**config.mk**
```make
export PLATFORM = sky130hd
export DESIGN_NAME = phase_bin_hist
export DESIGN_NICKNAME = d
export VERILOG_FILES = /design/src/rtl/phb_pkg.sv /design/src/rtl/phb_front.sv /design/src/rtl/phb_window.sv /design/src/rtl/phb_seq.sv /design/src/rtl/phb_bins.sv /design/src/rtl/phase_bin_hist.sv
export SDC_FILE = /design/constraint.sdc
export NUM_CORES = 1
export LEC_CHECK = 0
export ABC_AREA = 1
export BUFFER_PORTS_ARGS = -buffer_cell sky130_fd_sc_hd__buf_2
export CAP_MARGIN = 20
export CORE_MARGIN = 10
export CORE_UTILIZATION = 45
export DETAILED_ROUTE_END_ITERATION = 8
export GPL_ROUTABILITY_DRIVEN = 0
export PLACE_DENSITY_LB_ADDON = 0.1
export SYNTH_ARGS = -nofsm -noshare
export SYNTH_HDL_FRONTEND = slang
export SYNTH_SLANG_ARGS = --single-unit
```
**constraint.sdc**
```tcl
create_clock -name clk -period 2.25 [get_ports clk]
set_input_delay 0.3375 -clock clk [delete_from_list [all_inputs] [get_ports clk]]
set_output_delay 0.3375 -clock clk [all_outputs]
set_load 0.05 [all_outputs]
```
**src/rtl/phb_pkg.sv**
```systemverilog
package phb_pkg;
  typedef enum logic [1:0] {
    SQ_IDLE   = 2'd0,
    SQ_SETTLE = 2'd1,
    SQ_COUNT  = 2'd2
  } seq_state_t;
endpackage

```
**src/rtl/phb_front.sv**
```systemverilog
// Lane latches, retiming chains and the disagreement register.
module phb_front #(
  parameter int SYNC_STAGES = 2
) (
  input  logic       clk,
  input  logic       rst_n,
  input  logic [1:0] set_p,
  input  logic [1:0] clr_p,
  output logic       hit
);
  logic [1:0] retimed;

  for (genvar ln = 0; ln < 2; ln++) begin : g_lane
    logic                   level_q;
    logic [SYNC_STAGES-1:0] chain_q;

    // held level, set has priority
    always_ff @(posedge clk or negedge rst_n) begin
      if (!rst_n)             level_q <= 1'b0;
      else if (set_p[ln])     level_q <= 1'b1;
      else if (clr_p[ln])     level_q <= 1'b0;
    end

    always_ff @(posedge clk or negedge rst_n) begin
      if (!rst_n) chain_q <= '0;
      else        chain_q <= {chain_q[SYNC_STAGES-2:0], level_q};
    end

    assign retimed[ln] = chain_q[SYNC_STAGES-1];
  end

  always_ff @(posedge clk or negedge rst_n) begin
    if (!rst_n) hit <= 1'b0;
    else        hit <= retimed[0] ^ retimed[1];
  end
endmodule

```
**src/rtl/phb_window.sv**
```systemverilog
// Hit counter and window counter; the window freezes the hit count.
module phb_window #(
  parameter int CNT_W = 16
) (
  input  logic             clk,
  input  logic             rst_n,
  input  logic             clr,
  input  logic             run,
  input  logic             hit,
  output logic [CNT_W-1:0] hits,
  output logic [CNT_W-1:0] cycles,
  output logic             full
);
  localparam logic [CNT_W-1:0] TOP = {CNT_W{1'b1}};

  assign full = (cycles == TOP);

  always_ff @(posedge clk or negedge rst_n) begin
    if (!rst_n) begin
      hits   <= '0;
      cycles <= '0;
    end else if (clr) begin
      hits   <= '0;
      cycles <= '0;
    end else if (run && !full) begin
      cycles <= cycles + 1'b1;
      hits   <= hits + CNT_W'(hit);
    end
  end
endmodule

```
**src/rtl/phb_seq.sv**
```systemverilog
// Pair sequencer: start, settle, count, store, advance.
module phb_seq #(
  parameter int NUM_CH = 8,
  parameter int SETTLE = 6,
  localparam int IDX_W = (NUM_CH > 1) ? $clog2(NUM_CH) : 1,
  localparam int SW    = $clog2(SETTLE + 1)
) (
  input  logic             clk,
  input  logic             rst_n,
  input  logic             start,
  input  logic             full,
  output logic [IDX_W-1:0] pair,
  output logic             busy,
  output logic             done,
  output logic             clr,
  output logic             run,
  output logic             store
);
  import phb_pkg::*;

  localparam logic [IDX_W-1:0] LAST     = IDX_W'(NUM_CH - 1);
  localparam logic [SW-1:0]    SETTLE_E = SW'(SETTLE - 1);

  seq_state_t    state;
  logic [SW-1:0] settle_cnt;

  assign busy  = (state != SQ_IDLE);
  assign run   = (state == SQ_COUNT);
  assign store = run && full;
  assign clr   = ((state == SQ_IDLE) && start) || (store && (pair != LAST));

  always_ff @(posedge clk or negedge rst_n) begin
    if (!rst_n) begin
      state      <= SQ_IDLE;
      pair       <= '0;
      settle_cnt <= '0;
      done       <= 1'b0;
    end else begin
      done <= 1'b0;
      case (state)
        SQ_IDLE: begin
          if (start) begin
            pair       <= '0;
            settle_cnt <= '0;
            state      <= SQ_SETTLE;
          end
        end
        SQ_SETTLE: begin
          if (settle_cnt == SETTLE_E) state <= SQ_COUNT;
          else                        settle_cnt <= settle_cnt + 1'b1;
        end
        SQ_COUNT: begin
          if (full) begin
            if (pair == LAST) begin
              state <= SQ_IDLE;
              done  <= 1'b1;
            end else begin
              pair       <= pair + 1'b1;
              settle_cnt <= '0;
              state      <= SQ_SETTLE;
            end
          end
        end
        default: state <= SQ_IDLE;
      endcase
    end
  end
endmodule

```
**src/rtl/phb_bins.sv**
```systemverilog
// Bin storage with a valid/ready read port.
module phb_bins #(
  parameter int NUM_CH = 8,
  parameter int CNT_W  = 16,
  localparam int IDX_W = (NUM_CH > 1) ? $clog2(NUM_CH) : 1
) (
  input  logic             clk,
  input  logic             rst_n,
  input  logic             store,
  input  logic [IDX_W-1:0] store_idx,
  input  logic [CNT_W-1:0] store_val,
  input  logic             req_valid,
  input  logic [IDX_W-1:0] req_idx,
  output logic             req_ready,
  output logic             rsp_valid,
  input  logic             rsp_ready,
  output logic [CNT_W-1:0] rsp_data
);
  logic [CNT_W-1:0] bin_q [NUM_CH];
  logic [CNT_W-1:0] rd_val;

  assign req_ready = !rsp_valid || rsp_ready;

  always_comb begin
    rd_val = '0;
    for (int i = 0; i < NUM_CH; i++)
      if (req_idx == IDX_W'(i)) rd_val = bin_q[i];
  end

  always_ff @(posedge clk or negedge rst_n) begin
    if (!rst_n) begin
      for (int i = 0; i < NUM_CH; i++) bin_q[i] <= '0;
    end else if (store) begin
      for (int i = 0; i < NUM_CH; i++)
        if (store_idx == IDX_W'(i)) bin_q[i] <= store_val;
    end
  end

  always_ff @(posedge clk or negedge rst_n) begin
    if (!rst_n) begin
      rsp_valid <= 1'b0;
      rsp_data  <= '0;
    end else if (req_valid && req_ready) begin
      rsp_valid <= 1'b1;
      rsp_data  <= rd_val;
    end else if (rsp_ready) begin
      rsp_valid <= 1'b0;
    end
  end
endmodule

```
**src/rtl/phase_bin_hist.sv**
```systemverilog
module phase_bin_hist #(
  parameter int NUM_CH      = 8,
  parameter int CNT_W       = 16,
  parameter int SETTLE      = 6,
  parameter int SYNC_STAGES = 2,
  localparam int IDX_W = (NUM_CH > 1) ? $clog2(NUM_CH) : 1
) (
  input  logic             clk,
  input  logic             rst_n,
  input  logic             start,
  input  logic [1:0]       smp_set,
  input  logic [1:0]       smp_clr,
  output logic [IDX_W-1:0] pair_sel,
  output logic             busy,
  output logic             done,
  input  logic             req_valid,
  input  logic [IDX_W-1:0] req_idx,
  output logic             req_ready,
  output logic             rsp_valid,
  input  logic             rsp_ready,
  output logic [CNT_W-1:0] rsp_data
);
  logic             hit;
  logic [CNT_W-1:0] hit_cnt;
  logic [CNT_W-1:0] cyc_cnt;
  logic             win_full;
  logic             win_clr;
  logic             win_run;
  logic             bin_store;

  phb_front #(.SYNC_STAGES(SYNC_STAGES)) u_front (
    .clk(clk), .rst_n(rst_n), .set_p(smp_set), .clr_p(smp_clr), .hit(hit)
  );

  phb_window #(.CNT_W(CNT_W)) u_window (
    .clk(clk), .rst_n(rst_n), .clr(win_clr), .run(win_run), .hit(hit),
    .hits(hit_cnt), .cycles(cyc_cnt), .full(win_full)
  );

  phb_seq #(.NUM_CH(NUM_CH), .SETTLE(SETTLE)) u_seq (
    .clk(clk), .rst_n(rst_n), .start(start), .full(win_full),
    .pair(pair_sel), .busy(busy), .done(done),
    .clr(win_clr), .run(win_run), .store(bin_store)
  );

  phb_bins #(.NUM_CH(NUM_CH), .CNT_W(CNT_W)) u_bins (
    .clk(clk), .rst_n(rst_n), .store(bin_store), .store_idx(pair_sel),
    .store_val(hit_cnt), .req_valid(req_valid), .req_idx(req_idx),
    .req_ready(req_ready), .rsp_valid(rsp_valid), .rsp_ready(rsp_ready),
    .rsp_data(rsp_data)
  );
endmodule

```
# After elaboration in Yosys (flattened, before gate mapping)
# Index checks and enable logic that the tools add are counted.
# totals
regBits,193
out_inout_bits,23
wordCells,114
# op_classes
addsub,4
n_eq_ne,24
muxes,34
n_bitwise,1
reduce_logical,30
# ops
operator,count
2-to-1 mux 16 bit,12
== test 3 bit (second input constant),9
2-to-1 mux 3 bit,6
adder 16 x 1 -> 16 bit,1
adder 16 x 1 -> 16 bit (second input constant),1
== test 16 bit (second input constant),1
AND reduction 2 bit,8
== test 3 x 2 -> 1 bit (second input constant),4
nonzero test 2 bit,6
2-to-1 mux 1 bit,10
case mux 3 bit (3 select lines),1
adder 3 x 1 -> 3 bit (second input constant),2
== test 3 x 1 -> 1 bit (second input constant),2
logical NOT 3 bit,2
2-to-1 mux 2 bit,3
inequality test 2 bit (second input constant),3
case mux 2 bit (3 select lines),1
case mux 3 bit (2 select lines),1
logical AND 1 bit,5
AND reduction 5 bit,1
inequality test 2 x 1 -> 1 bit (second input constant),2
AND reduction 4 bit,1
inequality test 3 bit (second input constant),1
AND reduction 3 bit,1
other kinds (7),9

# Depth between registers and ports, before layout
# Gate-level depths: netlist (run 1).
# depth
ltp_word,9
depth_mapped,12

# Modules after synthesis
# From an unflattened synthesis (run 1), not the netlist that was laid out.
# hier_totals
cells_unflattened,1153
area_unflattened_um2,9168.8
# by_module_without_submodules
module,instances,cells_each,area_each_um2,seq_area_each_um2
phb_bins,1,760,6372.4,3628.5
phb_window,1,318,2069.5,800.8
phb_seq,1,55,503.0,225.2
phb_front,1,20,224.0,175.2

# Least setup slack after synthesis (run 1)
# Ideal clock, no wire load.
# synth_timing
path_kind,register to register
startpoint,reg u_seq.pair[2]
endpoint,reg u_window.hits[10]
setup_time_ns,0.066
arrival_time_ns,1.974
setup_slack_ns,0.210
path_stages_with_launch,9
cell_sequence,dfrtp_1 ha_1 nand3b_1 nand2_1 inv_1 buf_2 buf_1 nand3_1 nand2_1
# synth_via
elab_chain_cells,4
# synth_rtl
item,line_no,text
"start, declared",phb_seq.sv:12,"output logic [IDX_W-1:0] pair,"
"start signal, assigned",phb_seq.sv:58,pair <= pair + 1'b1;
inequality test 3 bit (*),phb_seq.sv:30,assign clr = ((state == SQ_IDLE) && start) || (store && (pair != LAST));
logical AND 1 bit (*),phb_seq.sv:30,
logical OR 1 bit (*),phb_seq.sv:30,
2-to-1 mux 16 bit / nonzero test 2 bit (equally long branches),--,
"end signal, assigned",phb_window.sv:27,hits <= hits + CNT_W'(hit);
"end, declared",phb_window.sv:10,"output logic [CNT_W-1:0] hits,"
# Mark *: on every way between the ends. The rest lies on a longest branch, timed or not.
# A chain may end at the register's enable or synchronous reset.

# Worst setup path after layout (run 1)
# layout_timing
startpoint,reg u_window.cycles[0]
endpoint,reg u_bins.bin_q[70] in the netlist's numbering
# layout_via
elab_chain_cells,3
# layout_rtl
item,line_no,text
"start, declared",phb_window.sv:11,"output logic [CNT_W-1:0] cycles,"
"start signal, assigned",phb_window.sv:26,cycles <= cycles + 1'b1;
== test 16 bit,phb_window.sv:16,assign full = (cycles == TOP);
logical AND 1 bit,phb_seq.sv:29,assign store = run && full;
AND reduction 2 bit (no source line),--,
"end signal, assigned by index",phb_bins.sv:35,if (store_idx == IDX_W'(i)) bin_q[i] <= store_val;
"end, declared",phb_bins.sv:19,logic [CNT_W-1:0] bin_q [NUM_CH];
# No other way between the ends.

==> flow_summary.toml, run 1 <==
[cts]
clk_pin_slew_ps = 70
clock_sinks = 193
numCtsBuffers = 17
cts_resized = 0
clk_latency_ps = 440
post-cts-setup-buffers = 0
cts-root-buf = "clkbuf_16"
clock_tree.buffer_depth = 2
htreeDepth = 4
cts_tree = "built"

[floorplanning]
core_area_um2 = 20300
pin_count = 35
die_h_um = 163.9
die_area_um2 = 26860
die_x_um = 163.9
initial_utilization_pct = 45.91
rows = 52

[yosys]
synth_enable_flop_cells = 0
synthFlopType = "dfrtp_1"
yosysWarnings = 0
synthDominantCellAreaShare_pct = 51.83
syn_inst = 1105
syn_area_per_cell_um2 = 8.433
yosysMostFrequentCell = "nand2_1"
yosys.area.top_type = "dfrtp_1"
synth-seq-cells = 193
synth_cell_type_count = 32
synth_area_um2 = 9319
yosysSeqAreaShare_pct = 51.83
syn-num-nets = 1128
yosys-top-cells-area = "dfrtp_1 (52%), nand2_1 (12%), nand3_1 (4.8%)"
ys_async_sr_fraction_pct = 100.0
ys_top_cells_by_count = "nand2_1 (306), dfrtp_1 (193), nor2_1 (107)"

[worst_hold_path]
worst_hold_startpoint = "smp_clr[0]"
hold_path_end = "u_front.g_lane[0].level_q"
hold_depth = 2
hold_class = "primary input to register"

[layout]
nFillCells = 1973
fin_nets = 1158
n_antenna_cell = 0
drive_above_1_share_pct = 12.98
syn2layout_area_growth_pct = 12.55

[global_route]
grt_start_max_net_pins = 55
grtUsageTotal_pct = 18.51
overflow = 0
grt_antenna_before_repair = 0
grt_pass1_vias = 7346
grt_pass1_wl_um = 39420

[timing]
tightestPinTransition_ps = 594.4
hold_viol = 0
fin_crit_ps = 2063
slew_violations = 0
fmax_ghz = 0.4848
slew-limit-headroom_pct = 60.23
whs_ps = 62.34
grt_setup_unrepaired = "true"
period_share_pct = 91.68
layout_setup_ws_ps = 187.3
setup_viol = 0
finClkSkew_ps = 12.82

[setup_path]
cp_slowest_stage_delay_ps = 420
r2r_slack_ps = 190
worstPathMaxFanout = 32
required_ps = 2550
reg2reg_from = "u_window.cycles[0]"
path_cells = "ha_1 -> nand3_2 -> inv_1 -> nand2_2 -> nor2_2 -> inv_2 -> nor2_8 -> nand2_4 -> nand2_1 -> o21ai_0"
path_delay_family = "simple AND/OR/NAND/NOR gates"
cp.arrival_ps = 2370
crit_slowest_cell = "dfrtp_1"
cp-start-kind = "register"
r2r-end = "u_bins.bin_q[70]"
reg2regPathDepth = 10
endpoint_kind = "register"
worstSetupPathType = "register to register"
path_buf_inv = 2

[detailed_routing]
viasPerCell = 5.207
ant_nets = 0
drt_first_pass_iters = 5
wl_um = 23700
vias = 7383
wl_per_cell_um = 16.71
first_iter_violations = 520
drc = 0

[power_and_ir_drop]
p_leak_uw = 0.004939
p_per_area_nw_per_um2 = 731.2
total_power_uw = 7669
ir_drop_uv = 439.4

[placement]
hpwl_um = 15800
pre_cts_ws_ps = 216.2
portBuffers = 34

[run_status]
status = "completed"

[job]
drv_cap = 0
kinds of logic (layout without fill, tap and decap cells):
logic type,Yosys count,count (layout),share of synthesized area [%]
AND/OR/NAND/NOR,575,575,27.26
flip-flops,193,193,51.83
AO/OA/AOI/OAI,167,167,10.35
buffers and inverters,140,183,7.304
XOR/XNOR,19,19,1.786
adder cells (fa/ha/maj),11,11,1.477
flip-flops by register name, summed over array words and instances, names as in the netlist:
name,count
u_window.hits,16
u_bins.rsp_data,16
u_bins.rsp_valid,1
u_seq.state,2
u_front.g_lane.chain_q,4
u_bins.bin_q,128
u_window.cycles,16
u_seq.pair,3
u_front.hit,1
u_seq.settle_cnt,3
u_seq.done,1
u_front.g_lane.level_q,2
routing by layer:
metal / wire (um) / vias up / track usage (%)
met5: 0 / - / 0
met4: 467 / 0 / 5.971
met3: 1037 / 28 / 3.204
met2: 11350 / 146 / 30.58
met1: 10840 / 3551 / 24.22
li1: - / 3658 / -
worst register-to-register path, stage by stage (launching register included):
cell and delay, ps:
dfrtp_1 420, ha_1 240, nand3_2 110, inv_1 100
nand2_2 70, nor2_2 150, inv_2 90, nor2_8 260
nand2_4 260, nand2_1 130, o21ai_0 100
cells in the final DEF (no fill, tap or decap), types with 10 or more instances in the layout:
cell       instances
nand2_1          306
dfrtp_1          193
nor2_1           106
nand3_1           90
inv_1             81
o21ai_1           77
nand4_1           40
buf_2             33
o21ai_0           32
o21ai_2           31
a21oi_1           22
buf_4             21
xor2_1            18
clkbuf_16         17
buf_12            12
ha_1              11
nor3_1            10
through the flow:
stage / setup TNS [ps] / area, um^2 / utilization (%) / std cells
detailed placement: 0 / 9872 / 48.63 / 1385
CTS: 0 / 10490 / 51.67 / 1418
global route: -11.88 / 10490 / 51.67 / 1418
floorplan: 0 / 9319 / - / 1105
global placement: 0 / 9872 / 48.63 / 1385
finish: 0 / 10490 / 51.67 / 1418
report_power, final:
| part | internal, uW | total, uW | leakage, uW | switching (uW) |
|---|---|---|---|---|
| sequential | 3570 | 3640 | 0.00265 | 77.8 |
| clock | 1770 | 3150 | 0.000290 | 1380 |
| combinational | 242 | 878 | 0.00200 | 635 |
| total | 5580 | 7670 | 0.00494 | 2090 |
area by class of cell:
type | instances | area (um^2) | area share [%]
clock buffers | 22 | 484.2 | 4.616
clock inverters | 10 | 122.6 | 1.169
inverters | 83 | 311.5 | 2.970
multi-input cells | 772 | 3816 | 36.38
flip-flops and latches | 193 | 4830 | 46.05
well taps | 270 | 337.8 | 3.221
repair buffers | 68 | 586.8 | 5.595
worst max-delay path by stage:
stage                                   end  cells past startpoint                from
after CTS                  u_bins.bin_q[70]                     10  u_window.cycles[0]
after floorplan           u_window.hits[10]                      8       u_seq.pair[2]
after global placement      u_bins.bin_q[7]                     10  u_window.cycles[0]
after global routing       u_bins.bin_q[70]                     10  u_window.cycles[0]
after detailed placement   u_bins.bin_q[72]                     10  u_window.cycles[0]
final                      u_bins.bin_q[70]                     10  u_window.cycles[0]
what timing repair did:
item | 4_1_cts | 5_1_grt
hold endpoints to repair | 49 | 0
setup endpoints to repair | 0 | 2
hold buffers | 1 | 0
Note: power is estimated with default switching activity, not from simulation.
==> run 2, diff against run 1 <==
--- a/config.mk
+++ b/config.mk
@@ -12,6 +12,7 @@
 export CORE_UTILIZATION = 45
 export DETAILED_ROUTE_END_ITERATION = 8
 export GPL_ROUTABILITY_DRIVEN = 0
+export MAX_ROUTING_LAYER = met4
 export PLACE_DENSITY_LB_ADDON = 0.1
 export SYNTH_ARGS = -nofsm -noshare
 export SYNTH_HDL_FRONTEND = slang
==> run 2 against run 1 <==
  * Global-route usage increased by 0.53 points
  * Clock power hardly changed
  * Clock skew grew 2.0 ps
  * Flip-flop and latch count unchanged
  * Final cell count unchanged
  * Critical path depth unchanged
  * Combinational power about the same
  * Die area did not move
  * Setup slack worse by 4.5 ps
  * Hold slack got worse by 0.91 ps
  * Maximum frequency is 0.22% lower
  * Critical endpoint unchanged
  * Largest cell class unchanged
  * Largest power group unchanged
==> flow_summary.toml, run 2 (synthesized netlist as in run 1, its figures left out) <==
[cts]
clock_sinks = 193
cts_resized = 0
clk_pin_slew_ps = 80
clk_latency_ps = 440
htreeDepth = 4
cts_tree = "built"
clock_tree.buffer_depth = 2
numCtsBuffers = 17
post-cts-setup-buffers = 0
cts-root-buf = "clkbuf_16"

[setup_path]
required_ps = 2550
endpoint_kind = "register"
cp.arrival_ps = 2370
worstPathMaxFanout = 32
r2r-end = "u_bins.bin_q[70]"
critPathLaunch = "u_window.cycles[0]"
r2r_slack_ps = 180
reg2regPathDepth = 10
path_delay_family = "simple AND/OR/NAND/NOR gates"
worstSetupPathType = "register to register"
cp-start-kind = "register"
crit_end = "u_bins.bin_q[70]"
path_cells = "ha_1 -> nand3_2 -> inv_1 -> nand2_2 -> nor2_2 -> inv_2 -> nor2_8 -> nand2_4 -> nand2_1 -> o21ai_0"
crit_slowest_cell = "dfrtp_1"
cp_num_cells = 10
cp_slowest_stage_delay_ps = 420
path_buf_inv = 2
reg2reg_from = "u_window.cycles[0]"

[detailed_routing]
ant_nets = 0
wl_um = 23650
wl_per_cell_um = 16.68
vias = 7337
viasPerCell = 5.174
first_iter_violations = 517
drt_first_pass_iters = 5
drc = 0

[timing]
setup_viol = 0
fmax_ghz = 0.4837
finClkSkew_ps = 14.84
fin_crit_ps = 2067
grt_setup_unrepaired = "true"
slew_violations = 0
slew-limit-headroom_pct = 59.38
whs_ps = 61.43
tightestPinTransition_ps = 607.0
period_share_pct = 91.88
hold_viol = 0
layout_setup_ws_ps = 182.8

[floorplanning]
pin_count = 35
die_x_um = 163.9
die_area_um2 = 26860
initial_utilization_pct = 45.91
die_h_um = 163.9
rows = 52
core_area_um2 = 20300

[layout]
final_cell_mix = "nand2_1 (306), dfrtp_1 (193), nor2_1 (106), nand3_1 (90), inv_1 (81)"
n_antenna_cell = 0
largest_reg_flops = 128
drive_above_1_share_pct = 12.98
utilization_pct = 51.67
fin_nets = 1158
syn2layout_area_growth_pct = 12.55
regMostFlops = "u_bins.bin_q"
final_common_cell = "nand2_1"

[global_route]
grt_pass1_wl_um = 39380
grt_start_max_net_pins = 55
overflow = 0
grt_antenna_before_repair = 0
grtUsageTotal_pct = 19.04
grt_pass1_vias = 7338

[run_status]
status = "completed"

[job]
drv_cap = 0

[placement]
pre_cts_ws_ps = 216.2
portBuffers = 34
hpwl_um = 15800

[power_and_ir_drop]
p_leak_uw = 0.004939
p_per_area_nw_per_um2 = 730.5
ir_drop_uv = 437.5

[worst_hold_path]
hold_class = "primary input to register"
run 2: report_power, final:
part	total, uW	switching [uW]	internal (uW)
Sequential	3640	77.8	3570
Clock	3140	1370	1770
Combinational	879	636	242
run 2: worst reg2reg max path: cells and delay by family, from the launching register on:
kind	cells	cell delay, ps
AND/OR/NAND/NOR	6	990
AO/OA/AOI/OAI	1	100
adder cells (fa/ha/maj)	1	240
flip-flops	1	420
buffers and inverters	2	190
run 2: worst min path at each step:
stage	end	slack, ps	depth (start not counted)	startpoint
detailed placement	u_bins.bin_q[85]	340	1	rst_n
global route	u_front.g_lane[0].level_q	60	2	smp_clr[0]
floorplan	u_bins.bin_q[0]	40	0	rst_n
CTS	u_front.g_lane[0].level_q	50	2	smp_clr[0]
global placement	u_front.g_lane[0].chain_q[1]	330	0	u_front.g_lane[0].chain_q[0]
finish	u_front.g_lane[0].level_q	60	2	smp_clr[0]
run 2: area by class of cell:
class	instances	area (um^2)
fill	1973	9811
sequential	193	4830
multi-input combinational	772	3816
timing repair buffer	68	586.8
clock buffer	22	484.2
tap	270	337.8
inverter	83	311.5
clock inverter	10	122.6
run 2: what timing repair did:
action,CTS,global route
hold buffers,1,0
endpoints found under the hold margin,49,0
setup endpoints to repair,0,2
run 2: per-layer routing:
layer / vias up / part of all wire (%) / track usage, %
met1: 3497 / 46 / 24.19
met2: 150 / 48 / 30.66
met3: 26 / 4.3 / 3.129
met5: - / 0 / -
li1: 3664 / - / -
met4: 0 / 2.0 / 5.971
run 2: per-stage QoR:
stage,instances,setup TNS (ps),instance area [um^2],total power (uW)
global placement,1385,0,9872,4602
detailed placement,1385,0,9872,4606
CTS,1418,0,10490,7757
finish,1418,0,10490,7662
global route,1418,-11.88,10490,7977
floorplan,1105,0,9319,4282
